==> src/rtl/hrho_pkg.sv <==
package hrho_pkg;

  typedef enum logic [1:0] {
    CFG_STEP    = 2'd0,
    CFG_ROW_INC = 2'd1,
    CFG_INIT    = 2'd2,
    CFG_NONE    = 2'd3
  } cfg_kind_e;

  function automatic int unsigned cfg_addr_width(int unsigned steps);
    return $clog2(steps + 2);
  endfunction

  function automatic cfg_kind_e cfg_decode(int unsigned addr, int unsigned steps);
    if (addr < steps)           return CFG_STEP;
    else if (addr == steps)     return CFG_ROW_INC;
    else if (addr == steps + 1) return CFG_INIT;
    else                        return CFG_NONE;
  endfunction

endpackage

==> src/rtl/hrho_step_table.sv <==
module hrho_step_table #(
  parameter int VAL_W = 23,
  parameter int RUN_W = 4,
  localparam int NSTEP = 2 ** RUN_W
) (
  input  logic                    clk,
  input  logic                    rst_n,
  input  logic                    we,
  input  logic [RUN_W-1:0]        waddr,
  input  logic signed [VAL_W-1:0] wdata,
  input  logic [RUN_W-1:0]        raddr,
  output logic signed [VAL_W-1:0] rdata
);

  logic signed [VAL_W-1:0] entry_q [NSTEP];

  for (genvar k = 0; k < NSTEP; k++) begin : g_entry
    always_ff @(posedge clk) begin
      if (!rst_n) entry_q[k] <= '0;
      else if (we && (waddr == RUN_W'(k))) entry_q[k] <= wdata;
    end
  end

  assign rdata = entry_q[raddr];

endmodule

==> src/rtl/hrho_config.sv <==
module hrho_config
  import hrho_pkg::*;
#(
  parameter int VAL_W  = 23,
  parameter int RUN_W  = 4,
  parameter int ADDR_W = 5,
  localparam int NSTEP = 2 ** RUN_W
) (
  input  logic                    clk,
  input  logic                    rst_n,
  input  logic                    frame_active,
  input  logic                    cfg_we,
  input  logic [ADDR_W-1:0]       cfg_addr,
  input  logic signed [VAL_W-1:0] cfg_data,
  input  logic [RUN_W-1:0]        step_raddr,
  output logic signed [VAL_W-1:0] step_rdata,
  output logic signed [VAL_W-1:0] row_inc,
  output logic signed [VAL_W-1:0] init_val
);

  cfg_kind_e kind;
  logic      wr_ok;

  always_comb begin
    kind  = cfg_decode(int'(cfg_addr), NSTEP);
    wr_ok = cfg_we && !frame_active;
  end

  hrho_step_table #(.VAL_W(VAL_W), .RUN_W(RUN_W)) u_steps (
    .clk   (clk),
    .rst_n (rst_n),
    .we    (wr_ok && (kind == CFG_STEP)),
    .waddr (cfg_addr[RUN_W-1:0]),
    .wdata (cfg_data),
    .raddr (step_raddr),
    .rdata (step_rdata)
  );

  always_ff @(posedge clk) begin
    if (!rst_n) begin
      row_inc  <= '0;
      init_val <= '0;
    end else if (wr_ok) begin
      if (kind == CFG_ROW_INC) row_inc  <= cfg_data;
      if (kind == CFG_INIT)    init_val <= cfg_data;
    end
  end

endmodule

==> src/rtl/hrho_row_acc.sv <==
module hrho_row_acc #(
  parameter int VAL_W = 23
) (
  input  logic                    clk,
  input  logic                    rst_n,
  input  logic                    load,
  input  logic signed [VAL_W-1:0] init_val,
  input  logic                    advance,
  input  logic signed [VAL_W-1:0] row_inc,
  output logic signed [VAL_W-1:0] row_val
);

  always_ff @(posedge clk) begin
    if (!rst_n)       row_val <= '0;
    else if (load)    row_val <= init_val;
    else if (advance) row_val <= row_val + row_inc;
  end

endmodule

==> src/rtl/hrho_col_stage.sv <==
module hrho_col_stage #(
  parameter int VAL_W = 23,
  parameter int RUN_W = 4,
  parameter int PIX_W = 8
) (
  input  logic                    clk,
  input  logic                    rst_n,
  input  logic                    accept,
  input  logic                    sym_row_start,
  input  logic [PIX_W-1:0]        sym_pix,
  input  logic [RUN_W-1:0]        sym_run,
  input  logic signed [VAL_W-1:0] row_val,
  output logic [RUN_W-1:0]        step_raddr,
  input  logic signed [VAL_W-1:0] step_rdata,
  input  logic                    out_ready,
  output logic                    out_valid,
  output logic signed [VAL_W-1:0] out_val,
  output logic [PIX_W-1:0]        out_pix
);

  logic signed [VAL_W-1:0] col_q;
  logic signed [VAL_W-1:0] col_nxt;
  logic [RUN_W-1:0]        prev_run_q;

  assign step_raddr = prev_run_q;

  always_comb begin
    if (sym_row_start) col_nxt = row_val;
    else               col_nxt = col_q + step_rdata;
  end

  always_ff @(posedge clk) begin
    if (!rst_n) begin
      col_q      <= '0;
      prev_run_q <= '0;
    end else if (accept) begin
      col_q      <= col_nxt;
      prev_run_q <= sym_run;
    end
  end

  always_ff @(posedge clk) begin
    if (!rst_n) begin
      out_valid <= 1'b0;
      out_val   <= '0;
      out_pix   <= '0;
    end else if (accept) begin
      out_valid <= 1'b1;
      out_val   <= col_nxt;
      out_pix   <= sym_pix;
    end else if (out_ready) begin
      out_valid <= 1'b0;
    end
  end

endmodule

==> src/rtl/hrho_incrementer.sv <==
module hrho_incrementer
  import hrho_pkg::*;
#(
  parameter int FRAC_W = 12,
  parameter int INT_W  = 11,
  parameter int RUN_W  = 4,
  parameter int PIX_W  = 8,
  localparam int VAL_W  = INT_W + FRAC_W,
  localparam int ADDR_W = cfg_addr_width(2 ** RUN_W)
) (
  input  logic                     clk,
  input  logic                     rst_n,
  input  logic                     frame_start,
  input  logic                     frame_stop,
  input  logic                     cfg_we,
  input  logic [ADDR_W-1:0]        cfg_addr,
  input  logic signed [VAL_W-1:0]  cfg_data,
  input  logic                     in_valid,
  output logic                     in_ready,
  input  logic                     in_row_start,
  input  logic [PIX_W-1:0]         in_pix,
  input  logic [RUN_W-1:0]         in_run,
  output logic                     out_valid,
  input  logic                     out_ready,
  output logic signed [INT_W-1:0]  out_int,
  output logic [FRAC_W-1:0]        out_frac,
  output logic [PIX_W-1:0]         out_pix
);

  logic                    active_q;
  logic                    accept;
  logic [RUN_W-1:0]        step_raddr;
  logic signed [VAL_W-1:0] step_rdata;
  logic signed [VAL_W-1:0] row_inc;
  logic signed [VAL_W-1:0] init_val;
  logic signed [VAL_W-1:0] row_val;
  logic signed [VAL_W-1:0] out_val;

  always_ff @(posedge clk) begin
    if (!rst_n)           active_q <= 1'b0;
    else if (frame_start) active_q <= 1'b1;
    else if (frame_stop)  active_q <= 1'b0;
  end

  assign in_ready = active_q && (!out_valid || out_ready);
  assign accept   = in_valid && in_ready;

  hrho_config #(.VAL_W(VAL_W), .RUN_W(RUN_W), .ADDR_W(ADDR_W)) u_cfg (
    .clk          (clk),
    .rst_n        (rst_n),
    .frame_active (active_q),
    .cfg_we       (cfg_we),
    .cfg_addr     (cfg_addr),
    .cfg_data     (cfg_data),
    .step_raddr   (step_raddr),
    .step_rdata   (step_rdata),
    .row_inc      (row_inc),
    .init_val     (init_val)
  );

  hrho_row_acc #(.VAL_W(VAL_W)) u_row (
    .clk      (clk),
    .rst_n    (rst_n),
    .load     (frame_start),
    .init_val (init_val),
    .advance  (accept && in_row_start),
    .row_inc  (row_inc),
    .row_val  (row_val)
  );

  hrho_col_stage #(.VAL_W(VAL_W), .RUN_W(RUN_W), .PIX_W(PIX_W)) u_col (
    .clk           (clk),
    .rst_n         (rst_n),
    .accept        (accept),
    .sym_row_start (in_row_start),
    .sym_pix       (in_pix),
    .sym_run       (in_run),
    .row_val       (row_val),
    .step_raddr    (step_raddr),
    .step_rdata    (step_rdata),
    .out_ready     (out_ready),
    .out_valid     (out_valid),
    .out_val       (out_val),
    .out_pix       (out_pix)
  );

  assign out_int  = out_val[VAL_W-1:FRAC_W];
  assign out_frac = out_val[FRAC_W-1:0];

endmodule

==> config.mk <==
export PLATFORM = sky130hd
export DESIGN_NAME = hrho_incrementer
export DESIGN_NICKNAME = d
export VERILOG_FILES = /design/src/rtl/hrho_pkg.sv /design/src/rtl/hrho_step_table.sv /design/src/rtl/hrho_config.sv /design/src/rtl/hrho_row_acc.sv /design/src/rtl/hrho_col_stage.sv /design/src/rtl/hrho_incrementer.sv
export SDC_FILE = /design/constraint.sdc
export NUM_CORES = 1
export LEC_CHECK = 0
export BUFFER_PORTS_ARGS = -buffer_cell sky130_fd_sc_hd__buf_2
export CORE_MARGIN = 2
export CORE_UTILIZATION = 67
export DETAILED_ROUTE_END_ITERATION = 10
export PLACE_DENSITY = 0.92
export SETUP_SLACK_MARGIN = 0.1
export SYNTH_ARGS = -nofsm -noshare
export SYNTH_HDL_FRONTEND = slang
export SYNTH_SLANG_ARGS = --single-unit
==> constraint.sdc <==
create_clock -name clk -period 7.4 [get_ports clk]
set_input_delay 0.74 -clock clk [delete_from_list [all_inputs] [get_ports clk]]
set_output_delay 0.74 -clock clk [all_outputs]
set_load 0.005 [all_outputs]
# Word level (Yosys, flattened, before mapping)

Memories as Yosys holds them, arrays and structs flattened. A register that Yosys moved wholly into a read port is not among the register bits.
Cells that the tools add are included.
W data, S select, Z words.

$add $sub $neg: 2
Multipliers: 0
Div/mod/pow operators: 0
$lt $le $gt $ge: 1
Equality and inequality tests: 19
Shift operators: 0
Multiplexer cells: 77
Bitwise gates (word level): 16
Reduce and logical (&&, ||, !) cells: 31

Operator list:

| kind                 | count |
|---|---|
| $mux W23             | 19 |
| $mux W1              | 54 |
| $add A23 B23 Y23     | 2 |
| $eq A4 B4 Y1 const B | 8 |
| $logic_and A1 B1 Y1  | 21 |
| $eq A4 B3 Y1 const B | 4 |
| $or A1 B1 Y1         | 16 |
| $eq A5 B5 Y1 const B | 2 |
| $eq A4 B2 Y1 const B | 2 |
| $mux W4              | 2 |
| $reduce_bool A2 Y1   | 3 |
| $lt A5 B5 Y1 const B | 1 |
| $eq A4 B1 Y1 const B | 1 |
| $logic_not A4 Y1     | 1 |
| $mux W2              | 2 |
| $reduce_and A2 Y1    | 2 |
| $eq A2 B1 Y1 const B | 1 |
| $eq A2 B2 Y1 const B | 1 |
| $logic_not A1 Y1     | 2 |
| $logic_not A2 Y1     | 1 |
| $logic_or A1 B1 Y1   | 1 |

Register bits after elaboration: 106
Latch bits: 0
Memory bits (writable): 368
ROM bits: 0
Input bits: 48
Output and inout bits: 33
Logic and storage cells: 155
Memories: 1

Memory list:

| name                  | words | width | rd ports | clocked after memory_dff | write ports | line                  | RTL |
|---|---|---|---|---|---|---|---|
| u_cfg.u_steps.entry_q | 16    | 23    | 1        | 1                        | 16          | hrho_step_table.sv:15 | `logic signed [VAL_W-1:0] entry_q [NSTEP];` |

# Logic depth before layout (Yosys ltp)

Word-level depth: 11
Mapped depth: 14
Gate-level depth less buffers: 11

# Modules after synthesis

From an unflattened synthesis, not the netlist that was laid out.

Cell total of the unflattened synthesis: 1830
Area total of the unflattened synthesis: 23232.3 µm²

Modules (own cells, without submodules):

| module           | times used | cells an instance | area each (µm²) | seq. area each (µm²) |
|---|---|---|---|---|
| hrho_step_table  | 1          | 1032              | 16485.8         | 11050.6 |
| hrho_col_stage   | 1          | 346               | 2802.7          | 720.7 |
| hrho_row_acc     | 1          | 266               | 2073.2          | 460.4 |
| hrho_config      | 1          | 179               | 1796.7          | 920.9 |
| hrho_incrementer | 1          | 7                 | 73.8            | 20.0 |

# Least setup slack after synthesis

OpenSTA, ideal clock, no wires.

Path type: register to register
Start point: reg (tool-made name)
End point: reg u_col.col_q[20]
Setup time: 0.126 ns
Data arrival time: 3.683 ns
Data required time: 7.274 ns
Path slack: 3.591 ns
Stages on the path, launching flop included: 15
Buffers on the path: 3
Period minus slack after synthesis: 3.809 ns
Path through: dfxtp_1 -> buf_2 -> buf_2 -> buf_1 -> mux4_2 -> mux4_2 -> ha_1 -> fa_1 -> a211o_1 -> nand3b_1 -> a21oi_1 -> a311oi_2 -> o31ai_1 -> xnor2_1 -> a21oi_1

RTL lines:

| what                 | line                 | RTL |
|---|---|---|
| to (signal assigned) | hrho_col_stage.sv:37 | `col_q <= col_nxt;` |
| to (decl)            | hrho_col_stage.sv:21 | `logic signed [VAL_W-1:0] col_q;` |

==> impl_metrics.ini <==
[route]
drt_iter0_drc = 2281
drtPass1Iterations = 8
dr_total_vias = 16300
wirelength_mm = 66.1
via_per_inst = 7.03
drc_errors = 0
wl_per_cell_microns = 28.5
drt.antenna.violating_nets = 0

[placed_design]
place.gp.congestion = 0.950
port_buffers = 80
placed_cell_area_sq_mm = 0.0237
place_hpwl_mm = 38.8

[layout]
design_area_sq_mm = 0.0252
num_antenna_cells = 0
drive_above_1_share_pct = 17.9
syn2layout_area_growth_pct = 9.90
final_nets = 1927

[worst_setup_path]
path_delay_family = multiplexers
crit_fanout = 50
cpMaxStageDelayCell = dfxtp_4
cp_cell_sequence = buf_4 -> mux4_2 -> mux4_2 -> ha_1 -> and3_1 -> a31oi_1 -> o21ai_0 -> o21ai_0 -> o211a_1 -> mux2i_1 -> a32o_1
worstReg2RegEnd = u_col.col_q[22]
path_buf_inv = 1
worstSetupEndpointType = register
cp.required_ns = 7.88
timing.reg2reg.setup_slack_ns = 2.48
crit_path_start_kind = register
reg2reg_depth = 11
cp.arrival_ns = 5.41
cpPeakStageDelay_ns = 1.04
critPathKind = register to register

[synthesis]
ys_ff_latch = 478
synthFlopType = edfxtp_1
ys_seq_area_share_pct = 57.9
synth_edf_count = 368
ys_types = 70
syn_inst = 1801
avgSynthCellArea_sq_um = 12.7
synth_nets = 1895
synthArstFlopShare_pct = 0
yosys_warnings = 0
netlist_area_sq_mm = 0.0229

[timing]
relSlewSlack_pct = 5.04
drv_slew = 0
setup_viol = 0
finClkSkew_ns = 0.0177
hold_viol = 0
worst_slew_pin_slew_ns = 1.42
max_freq_mhz = 203
rsz0062_at_grt = no
period_share_pct = 66.5
setup-tns-final_ns = 0
period_minus_slack_ns = 4.92

[clocking]
cts_buffer_depth = 3
cts_made_buffers = 46
cts_tree = yes
clock_sinks = 478
cts_hold_buf = 0
cts_resized = 0
post_cts_buffers = 0
h-tree-depth = 2
cts_root_buffer = clkbuf_16
path_clk_slew_ns = 0.06
insertion_delay_ns = 0.56

[status]
status = finished clean

[floorplan]
die_h_microns = 189
die_w_microns = 189
design.die.area_sq_mm = 0.0357
start_util_pct = 68.1
io_pins = 81
rows = 67
coreArea_sq_mm = 0.0336

[global_route]
grt_pass1_wl_mm = 98.1
grt_max_degree = 82
first_global_vias = 16500
globalRoute.totalOverflow = 0
grt_antenna_before_repair = 2
grt_use_total_pct = 37.4

[hold_path]
hold_path.class = input pin to register
min_to = u_col.out_pix[1]
min_from = in_pix[1]
worst_hold_path.num_cells = 3

[power_and_ir_drop]
power_density_mw_per_mm2 = 228
ir_drop_mv = 0.219
leakagePower_nw = 9.58

[job]
cap_violations = 0
layout by cell type, fill, tap and decap left out, drive strengths merged, types with 6 or more instances in the layout:
master  instances
and2          375
edfxtp        368
nand2         181
a21oi         127
buf           116
mux4          114
dfxtp         110
clkbuf         67
o21ai          52
nor2           49
ha             44
a21o           29
inv            17
xnor2          16
nor3           14
xor2           13
and3           13
o211ai         11
a211oi         11
clkinv         11
nand4           9
o211a           9
mux2i           8
nand3           7
o21a            7
nand2b          6
nand3b          6
a31oi           6
worst max path at each step:
| stage | endpoint | cells past startpoint | slack (ns) | from |
|---|---|---|---|---|
| floorplan | u_col.col_q[20] | 14 | 3.59 | register |
| finish | u_col.col_q[22] | 11 | 2.48 | register |
| global placement | u_col.col_q[19] | 11 | 2.76 | register |
| global route | u_col.col_q[22] | 11 | 2.20 | register |
| CTS | u_col.col_q[22] | 11 | 2.58 | register |
| detailed placement | u_col.col_q[19] | 11 | 2.64 | register |
state kept, by name, indices dropped and copies added, names as in the netlist, named ones only:
| name | cells |
|---|---|
| u_cfg.row_inc | 23 |
| u_cfg.u_steps.entry_q | 368 |
| u_col.step_raddr | 4 |
| u_col.out_pix | 8 |
| u_cfg.init_val | 23 |
| u_row.row_val | 23 |
| active_q | 1 |
| u_col.col_q | 23 |
| u_col.out_valid | 1 |
worst register-to-register path, cell delays in order, from the launching register on:
cell     delay, ns
dfxtp_4       1.04
buf_4         0.65
mux4_2        0.65
mux4_2        0.53
ha_1          0.41
and3_1        0.21
a31oi_1       0.22
o21ai_0       0.17
o21ai_0       0.36
o211a_1       0.23
mux2i_1       0.22
a32o_1        0.16
metrics by stage:
stage,worst slack (ns),power [mW],hold WS [ns],util [%],std cells
after floorplan,3.59,3.29,0.432,-,1801
after global placement,2.76,3.43,0.437,70.6,2233
after detailed placement,2.64,3.46,0.444,70.6,2233
after CTS,2.58,5.71,0.415,74.9,2316
after global routing,2.20,5.84,0.420,74.9,2316
final,2.48,5.73,0.431,74.9,2316
synthesized netlist by cell type (all sizes together), types with 5 or more instances:
master,n,area (sq um)
nand2,181,679
nor2,49,184
and3,13,81.3
xnor2,16,140
nor3,14,70.1
clkbuf,103,387
mux2i,8,80.1
a211oi,11,87.6
o21ai,52,260
o21a,7,52.6
xor2,13,114
inv,16,60.1
a31oi,6,37.5
o211a,9,90.1
nand3b,6,45.0
dfxtp,110,2200
nand3,7,35.0
o22ai,5,37.5
edfxtp,368,11100
mux4,114,2570
o2111ai,5,43.8
o211ai,11,82.6
nand2b,6,37.5
a21oi,127,636
and2,375,2350
ha,44,551
buf,29,138
nand4,9,56.3
a21o,29,218
logic make-up (layout without fill, tap and decap cells):
family	after synthesis	in the layout	synth area share, %
simple gates	676	676	15.9
flops	478	478	57.9
compound gates	301	301	8.32
buf+inv	148	215	2.55
mux	123	123	11.6
fa+ha+maj	46	46	2.58
xor+xnor	29	29	1.11
where the power goes:
group	switching [mW]	internal, mW
Clock	0.999	1.31
Combinational	0.267	0.144
Sequential	0.0560	2.96
cell type report:
type	instances	area, sq um
Sequential cell	478	13300
Multi-Input combinational cell	1175	9180
Fill cell	1873	8450
Clock buffer	67	1280
Timing Repair Buffer	116	671
Tap cell	448	561
Clock inverter	16	158
Inverter	16	60.1
per-layer routing:
metal  up-vias  global-route usage [%]  wire [microns]
met1      7840                    46.2           21500
li1       6658                       -               -
met3       317                    9.79            9050
met2      1454                    60.5           31800
met4         2                    20.9            3750
met5         -                       0              14
No activity file was read; power rests on OpenSTA's default activity.
